[config.mk]
export PLATFORM = sky130hd
export DESIGN_NAME = ahb_slave_monitor
export DESIGN_NICKNAME = d
export VERILOG_FILES = /design/src/rtl/ahb_mon_pkg.sv /design/src/rtl/ahb_mon_datapath.sv /design/src/rtl/ahb_mon_control.sv /design/src/rtl/ahb_slave_monitor.sv
export SDC_FILE = /design/constraint.sdc
export NUM_CORES = 1
export LEC_CHECK = 0
export BUFFER_PORTS_ARGS = -buffer_cell sky130_fd_sc_hd__buf_2
export CORE_AREA = 2 2 39 41
export DETAILED_ROUTE_END_ITERATION = 10
export DIE_AREA = 0 0 41 43
export GPL_ROUTABILITY_DRIVEN = 1
export GPL_TIMING_DRIVEN = 1
export SYNTH_ARGS = -nofsm -noshare
export SYNTH_HDL_FRONTEND = slang
export SYNTH_HIERARCHICAL = 1
export SYNTH_SLANG_ARGS = --single-unit
[constraint.sdc]
create_clock -name clk -period 2.2 [get_ports clk]
set_input_delay 0.11 -clock clk [delete_from_list [all_inputs] [get_ports clk]]
set_output_delay 0.11 -clock clk [all_outputs]
set_load 0.05 [all_outputs]
[src/rtl/ahb_mon_pkg.sv]
package ahb_mon_pkg;

  localparam int TRANS_W = 2;
  localparam int RESP_W  = 2;

  localparam logic [TRANS_W-1:0] TR_IDLE = 2'b00;
  localparam logic [TRANS_W-1:0] TR_BUSY = 2'b01;
  localparam logic [TRANS_W-1:0] TR_NSEQ = 2'b10;
  localparam logic [TRANS_W-1:0] TR_SEQ  = 2'b11;
  localparam logic [RESP_W-1:0]  RESP_OKAY = '0;

  typedef enum logic [2:0] {
    ST_ORIG     = 3'd0,
    ST_IDLEBUSY = 3'd1,
    ST_XFER     = 3'd2,
    ST_WAIT     = 3'd3,
    ST_VIO      = 3'd4,
    ST_DC       = 3'd5
  } monState_t;

  // decoded bus events, datapath -> control
  typedef struct packed {
    logic granted;    // select and incoming ready both high
    logic selected;   // select high
    logic isIdleBusy; // IDLE or BUSY
    logic isNseq;
    logic isSeq;
    logic slaveReady; // slave ready high
    logic respOk;     // OKAY response
  } evStrobe_t;

  // strobes, control -> datapath
  typedef struct packed {
    logic markVio;
    logic markDc;
  } ctrlStrobe_t;

endpackage

[src/rtl/ahb_mon_datapath.sv]
module ahb_mon_datapath
  import ahb_mon_pkg::*;
#(
  parameter int TRANS_WIDTH = TRANS_W,
  parameter int RESP_WIDTH  = RESP_W
) (
  input  logic                   clk,
  input  logic                   rstN,
  input  logic                   selIn,
  input  logic                   readyIn,
  input  logic [TRANS_WIDTH-1:0] transType,
  input  logic                   readyOut,
  input  logic [RESP_WIDTH-1:0]  resp,
  input  ctrlStrobe_t            ctrl,
  output evStrobe_t              ev,
  output logic                   violation,
  output logic                   dontCare
);

  localparam logic [RESP_WIDTH-1:0] OKAY_CODE = RESP_WIDTH'(RESP_OKAY);

  logic vioFlag;
  logic dcFlag;

  always_comb begin
    ev            = '0;
    ev.granted    = selIn && readyIn;
    ev.selected   = selIn;
    ev.isIdleBusy = (transType == TR_IDLE) || (transType == TR_BUSY);
    ev.isNseq     = (transType == TR_NSEQ);
    ev.isSeq      = (transType == TR_SEQ);
    ev.slaveReady = readyOut;
    ev.respOk     = (resp == OKAY_CODE);
  end

  always_ff @(posedge clk) begin
    if (!rstN) begin
      vioFlag <= 1'b0;
      dcFlag  <= 1'b0;
    end else begin
      if (ctrl.markVio) vioFlag <= 1'b1;
      if (ctrl.markDc)  dcFlag  <= 1'b1;
    end
  end

  assign violation = vioFlag;
  assign dontCare  = dcFlag;

endmodule

[src/rtl/ahb_mon_control.sv]
module ahb_mon_control
  import ahb_mon_pkg::*;
(
  input  logic        clk,
  input  logic        rstN,
  input  evStrobe_t   ev,
  output ctrlStrobe_t ctrl,
  output monState_t   curState
);

  monState_t stateQ;
  monState_t stateD;
  monState_t followState;

  // next phase after a clean completion
  always_comb begin
    if (!ev.selected)       followState = ST_ORIG;
    else if (ev.isIdleBusy) followState = ST_IDLEBUSY;
    else                    followState = ST_XFER;
  end

  always_comb begin
    stateD = stateQ;
    unique case (stateQ)
      ST_ORIG: begin
        if (ev.granted) begin
          if (ev.isSeq)       stateD = ST_DC;
          else if (ev.isNseq) stateD = ST_XFER;
          else                stateD = ST_IDLEBUSY;
        end
      end
      ST_IDLEBUSY: begin
        if (ev.slaveReady && ev.respOk) stateD = followState;
        else                            stateD = ST_VIO;
      end
      ST_XFER, ST_WAIT: begin
        if (!ev.slaveReady)  stateD = ST_WAIT;
        else if (!ev.respOk) stateD = ST_VIO;
        else                 stateD = followState;
      end
      ST_VIO:  stateD = ST_VIO;
      ST_DC:   stateD = ST_DC;
      default: stateD = ST_ORIG;
    endcase
  end

  always_comb begin
    ctrl         = '0;
    ctrl.markVio = (stateD == ST_VIO) && (stateQ != ST_VIO);
    ctrl.markDc  = (stateD == ST_DC) && (stateQ != ST_DC);
  end

  always_ff @(posedge clk) begin
    if (!rstN) stateQ <= ST_ORIG;
    else       stateQ <= stateD;
  end

  assign curState = stateQ;

endmodule

[src/rtl/ahb_slave_monitor.sv]
module ahb_slave_monitor
  import ahb_mon_pkg::*;
#(
  parameter int TRANS_WIDTH = TRANS_W,
  parameter int RESP_WIDTH  = RESP_W
) (
  input  logic                   clk,
  input  logic                   rstN,
  input  logic                   selIn,
  input  logic                   readyIn,
  input  logic [TRANS_WIDTH-1:0] transType,
  input  logic                   readyOut,
  input  logic [RESP_WIDTH-1:0]  resp,
  output logic                   violation,
  output logic                   dontCare
);

  evStrobe_t   evBus;
  ctrlStrobe_t ctrlBus;
  monState_t   curState;

  ahb_mon_datapath #(
    .TRANS_WIDTH(TRANS_WIDTH),
    .RESP_WIDTH (RESP_WIDTH)
  ) i_datapath (
    .clk      (clk),
    .rstN     (rstN),
    .selIn    (selIn),
    .readyIn  (readyIn),
    .transType(transType),
    .readyOut (readyOut),
    .resp     (resp),
    .ctrl     (ctrlBus),
    .ev       (evBus),
    .violation(violation),
    .dontCare (dontCare)
  );

  ahb_mon_control i_control (
    .clk     (clk),
    .rstN    (rstN),
    .ev      (evBus),
    .ctrl    (ctrlBus),
    .curState(curState)
  );

endmodule

; After elaboration in Yosys (flattened, before gate mapping)
; Cells that the tools add are included.
[totals]
reg_bits = 5
input_bits = 9
[classes]
eq_ne = 12
mux = 9
n_reduce_logical = 9
[ops]
columns = operator, count
row1 = $mux 3, 6
row2 = $pmux 3 s5, 1
row3 = $eq 3x3->1 const B, 4
row4 = $eq 3x2->1 const B, 2
row5 = $ne 3x3->1 const B, 2
row6 = $eq 2x2->1 const B, 2
row7 = $logic_and 1x1->1, 4
row8 = $logic_not 2->1, 2
row9 = $mux 2, 2
row10 = $eq 3x1->1 const B, 1
row11 = $logic_not 3->1, 1
row12 = $eq 2x1->1 const B, 1
row13 = $reduce_or 2->1, 1
row14 = $logic_or 1x1->1, 1

; Depth between registers and ports, before layout
[depth]
depth_word = 9
mapped_depth = 5
mapped_depth_nobuf = 5

; Cells and area by module
; The synthesis kept the hierarchy.
[modules_own_cells]
columns = mod, instances, cells_each, area_each_um2, seq_area_each_um2
row1 = ahb_mon_control, 1, 28, 269.0, 60.1
row2 = ahb_mon_datapath, 1, 11, 100.1, 40.0

; Worst setup path after synthesis
; Ideal clock, no wire load.
[synth_path]
kind = register to register
start = register i_control.stateQ[1] (netlist: i_control/curState[1])
end = register i_datapath.vioFlag (netlist: i_datapath/violation)
setup_time_ns = 0.115
t_arrival_ns = 1.060
slack_ns = 1.025
path_stages_with_launch = 6
path_cell_list = dfxtp_1 > buf_4 > a2bb2oi_1 > o2bb2ai_1 > o2bb2a_4 > o21a_1
[synth_rtl]
columns = item, line_no
row1 = "start, declared", ahb_mon_control.sv:11  ; monState_t stateQ;
row2 = "start signal, assigned", ahb_mon_control.sv:55  ; else stateQ <= stateD;
row3 = "end signal, assigned", ahb_mon_datapath.sv:38  ; vioFlag <= 1'b0;
row4 = "end signal, assigned", ahb_mon_datapath.sv:41  ; if (ctrl.markVio) vioFlag <= 1'b1;
row5 = "end, declared", ahb_mon_datapath.sv:22  ; logic vioFlag;

==> run metrics <==
status finished, final reports clean; routed vias/inst 4.61; Sw Pwr 0.0000778 W; LEAKAGE 0.189 nW; Synth area leader dfxtp_1; average size of a mapped cell between 9 and 10 um2; CP Max Fanout 9; Final setup viols 0; clock buffer count from CTS 3; dpl ws 0.817 ns; worst reg-to-reg setup slack 0.91 ns; RSZ-0062 raised after global routing no; commonest cells in the netlist 5 x dfxtp_1, 3 x a21boi_1, 3 x buf_4; share of cells above drive strength 1 36.0%; area of the die 1760 um2; io pins 11; Synth area leaders dfxtp_1 27%, nor4b_4 6.4%, a21boi_1 6.1%, buf_4 6.1%, o2bb2a_4 5.4%; Int Pwr 0.000200 W; initial antenna violation count 0; CTS Root Cell clkbuf_4; sw frac roughly 28%; commonest register cell after synthesis dfxtp_1; Reg power frac 38.9%; Sum Neg Setup Slack 0 ns; Post-Route WL 622 um; gr usage total 8.75%; Die Y 43 um; Netlist cell types 25; yosys warns 6; register area 100 um2; skew final 0.00320 ns; vias post-DR slightly above 300; syn_nets 48; Crit Reg-Reg Startpoint i_control/curState[1]; Starting Density 26.7%; Post-synth EDFFs 0; worst rel slew slack 71.0%; Fin Hold WS 0.130 ns; CTS Buffer Depth 2; Setup crit start i_control/curState[1]; most frequent cell after synthesis dfxtp_1; sequential area share after synthesis a little over a quarter; gpl congestion 0.664; nature of the critical path endpoint register; H-tree depth 1; Final Max Slew Viols 0; worst hold path type input pin to register; first-pass GRT wire length 1020 um; crit start category register; Max IR drop VDD 0.224 mV; RR Endpoint i_datapath/violation; area of the multi-input gates approximately 240 um2; Clk pin slew, worst setup/hold paths 0.04 ns; crit path capture i_datapath/violation; Cell Pwr Density approximately 630 nW/um2; Critical Path AT approximately 1.4 ns; Ant. Diodes 0; Initial DRC Count 3; post-DR wirelength/cell between 9 and 10 um; DIE WIDTH 41 um; Port Buffer Count 10; Final period util approximately three fifths; Fin. Hold Viols 0; vias in the first global route 278; Worst Max-Slew Pin Slew 0.434 ns; clock power share ~37%; first-pass iteration count of the detailed router 4; max_cap viols 0; Cells after Synth 39; CTS tree built; drc violations 0; Syn-to-layout area delta 20.0%; FILL cells roughly 150; Worst EP required 2.33 ns; Setup CP Type register to register; post-route minimum period roughly 1.3 ns; # hold bufs at CTS 0; Post-CTS Resized 0; combinational share of power 23.7%; Final WS setup 0.915 ns; Reg2Reg Depth 4; Core Area 1380 um2; Netlist Area Pre-Place 369 um2; Achievable Freq 0.778 GHz; Post-synth ARST share 0%; global route total overflow 0; largest net degree at the start of global routing 10; Skew-Pair Late Insertion Delay 0.24 ns; CTS sink count 5; # nets final 60; Yosys top cell area share 27.1%; post-route ant nets 0; Yosys reg bits 5; row cnt 14; Post-CTS Setup Inserts 0
-- critical path, stage by stage, from the launching register on --
cell,delay [ns]
dfxtp_1,0.50
nor2b_1,0.23
nor4_1,0.08
o2bb2a_4,0.23
o21a_1,0.15
-- worst min path at each step --
stage	from	to	slack, ns	cells after the start
2_1_floorplan	rstN	i_datapath/dontCare	0.23	1
3_3_place_gp	rstN	i_datapath/dontCare	0.38	2
3_5_place_dp	rstN	i_datapath/dontCare	0.37	2
4_1_cts	rstN	i_datapath/violation	0.13	2
5_1_grt	rstN	i_datapath/violation	0.13	2
6_report	rstN	i_datapath/violation	0.13	2
-- state kept, by name (all words and copies together), names as in the netlist --
signal and flops:
i_datapath/dontCare 1, i_control/curState 3, i_datapath/violation 1
-- routing by layer --
layer  global-route usage (%)  part of all wire [%]  vias up
met4                     4.00                     0        0
met5                        0                     0        -
li1                         -                     -      162
met2                     13.8                    52        5
met3                     3.14                   2.9        0
met1                     10.0                    45      137
-- layout make-up --
cell class | count | share of cell area, %
clock buffers | 4 | 5.93
well taps | 16 | 4.52
multi-input cells | 29 | 54.0
flip-flops and latches | 5 | 22.6
repair buffers | 10 | 11.3
inverters | 2 | 1.69
-- kinds of logic (layout without fill, tap and decap cells) --
| kind of cell | count (synthesis) | count (layout) | synth area share, % |
|---|---|---|---|
| compound gates | 12 | 12 | 29.2 |
| flops | 5 | 5 | 27.1 |
| simple gates | 17 | 17 | 35.6 |
| buf+inv | 5 | 16 | 8.14 |
-- power by group through the flow --
stage	logic (W)	clock network (W)	registers [W]
6_report	0.0000658	0.000104	0.000108
3_3_place_gp	0.0000661	0	0.000110
3_5_place_dp	0.0000668	0	0.000110
5_1_grt	0.0000716	0.000120	0.000110
4_1_cts	0.0000668	0.000107	0.000108
2_1_floorplan	0.0000433	0	0.000119
-- placed cells by master, fill, tap and decap left out --
cell	n
and2_2	1
o21a_1	2
nor2b_1	2
inv_1	2
and2b_1	1
nand2b_4	1
and4_1	1
nor2_1	2
dfxtp_1	5
a21oi_1	1
clkbuf_4	3
a21boi_1	3
nand2_1	2
nand3b_1	2
nor4b_4	1
buf_2	10
nand2b_1	1
o32ai_1	1
and2b_2	1
nor4_1	1
a2111oi_1	1
and2_1	1
clkbuf_1	1
a2bb2oi_1	1
o2bb2a_4	1
a211o_1	1
o2bb2ai_1	1
-- stage by stage --
stage | utilization (%) | std cells | power, W | area [um2]
floorplan | - | 39 | 0.000162 | 369
global placement | 30.1 | 62 | 0.000176 | 417
detailed placement | 30.1 | 62 | 0.000177 | 417
CTS | 32.0 | 66 | 0.000282 | 443
global route | 32.0 | 66 | 0.000302 | 443
finish | 32.0 | 66 | 0.000278 | 443
Note: power is estimated with default switching activity, not from simulation.
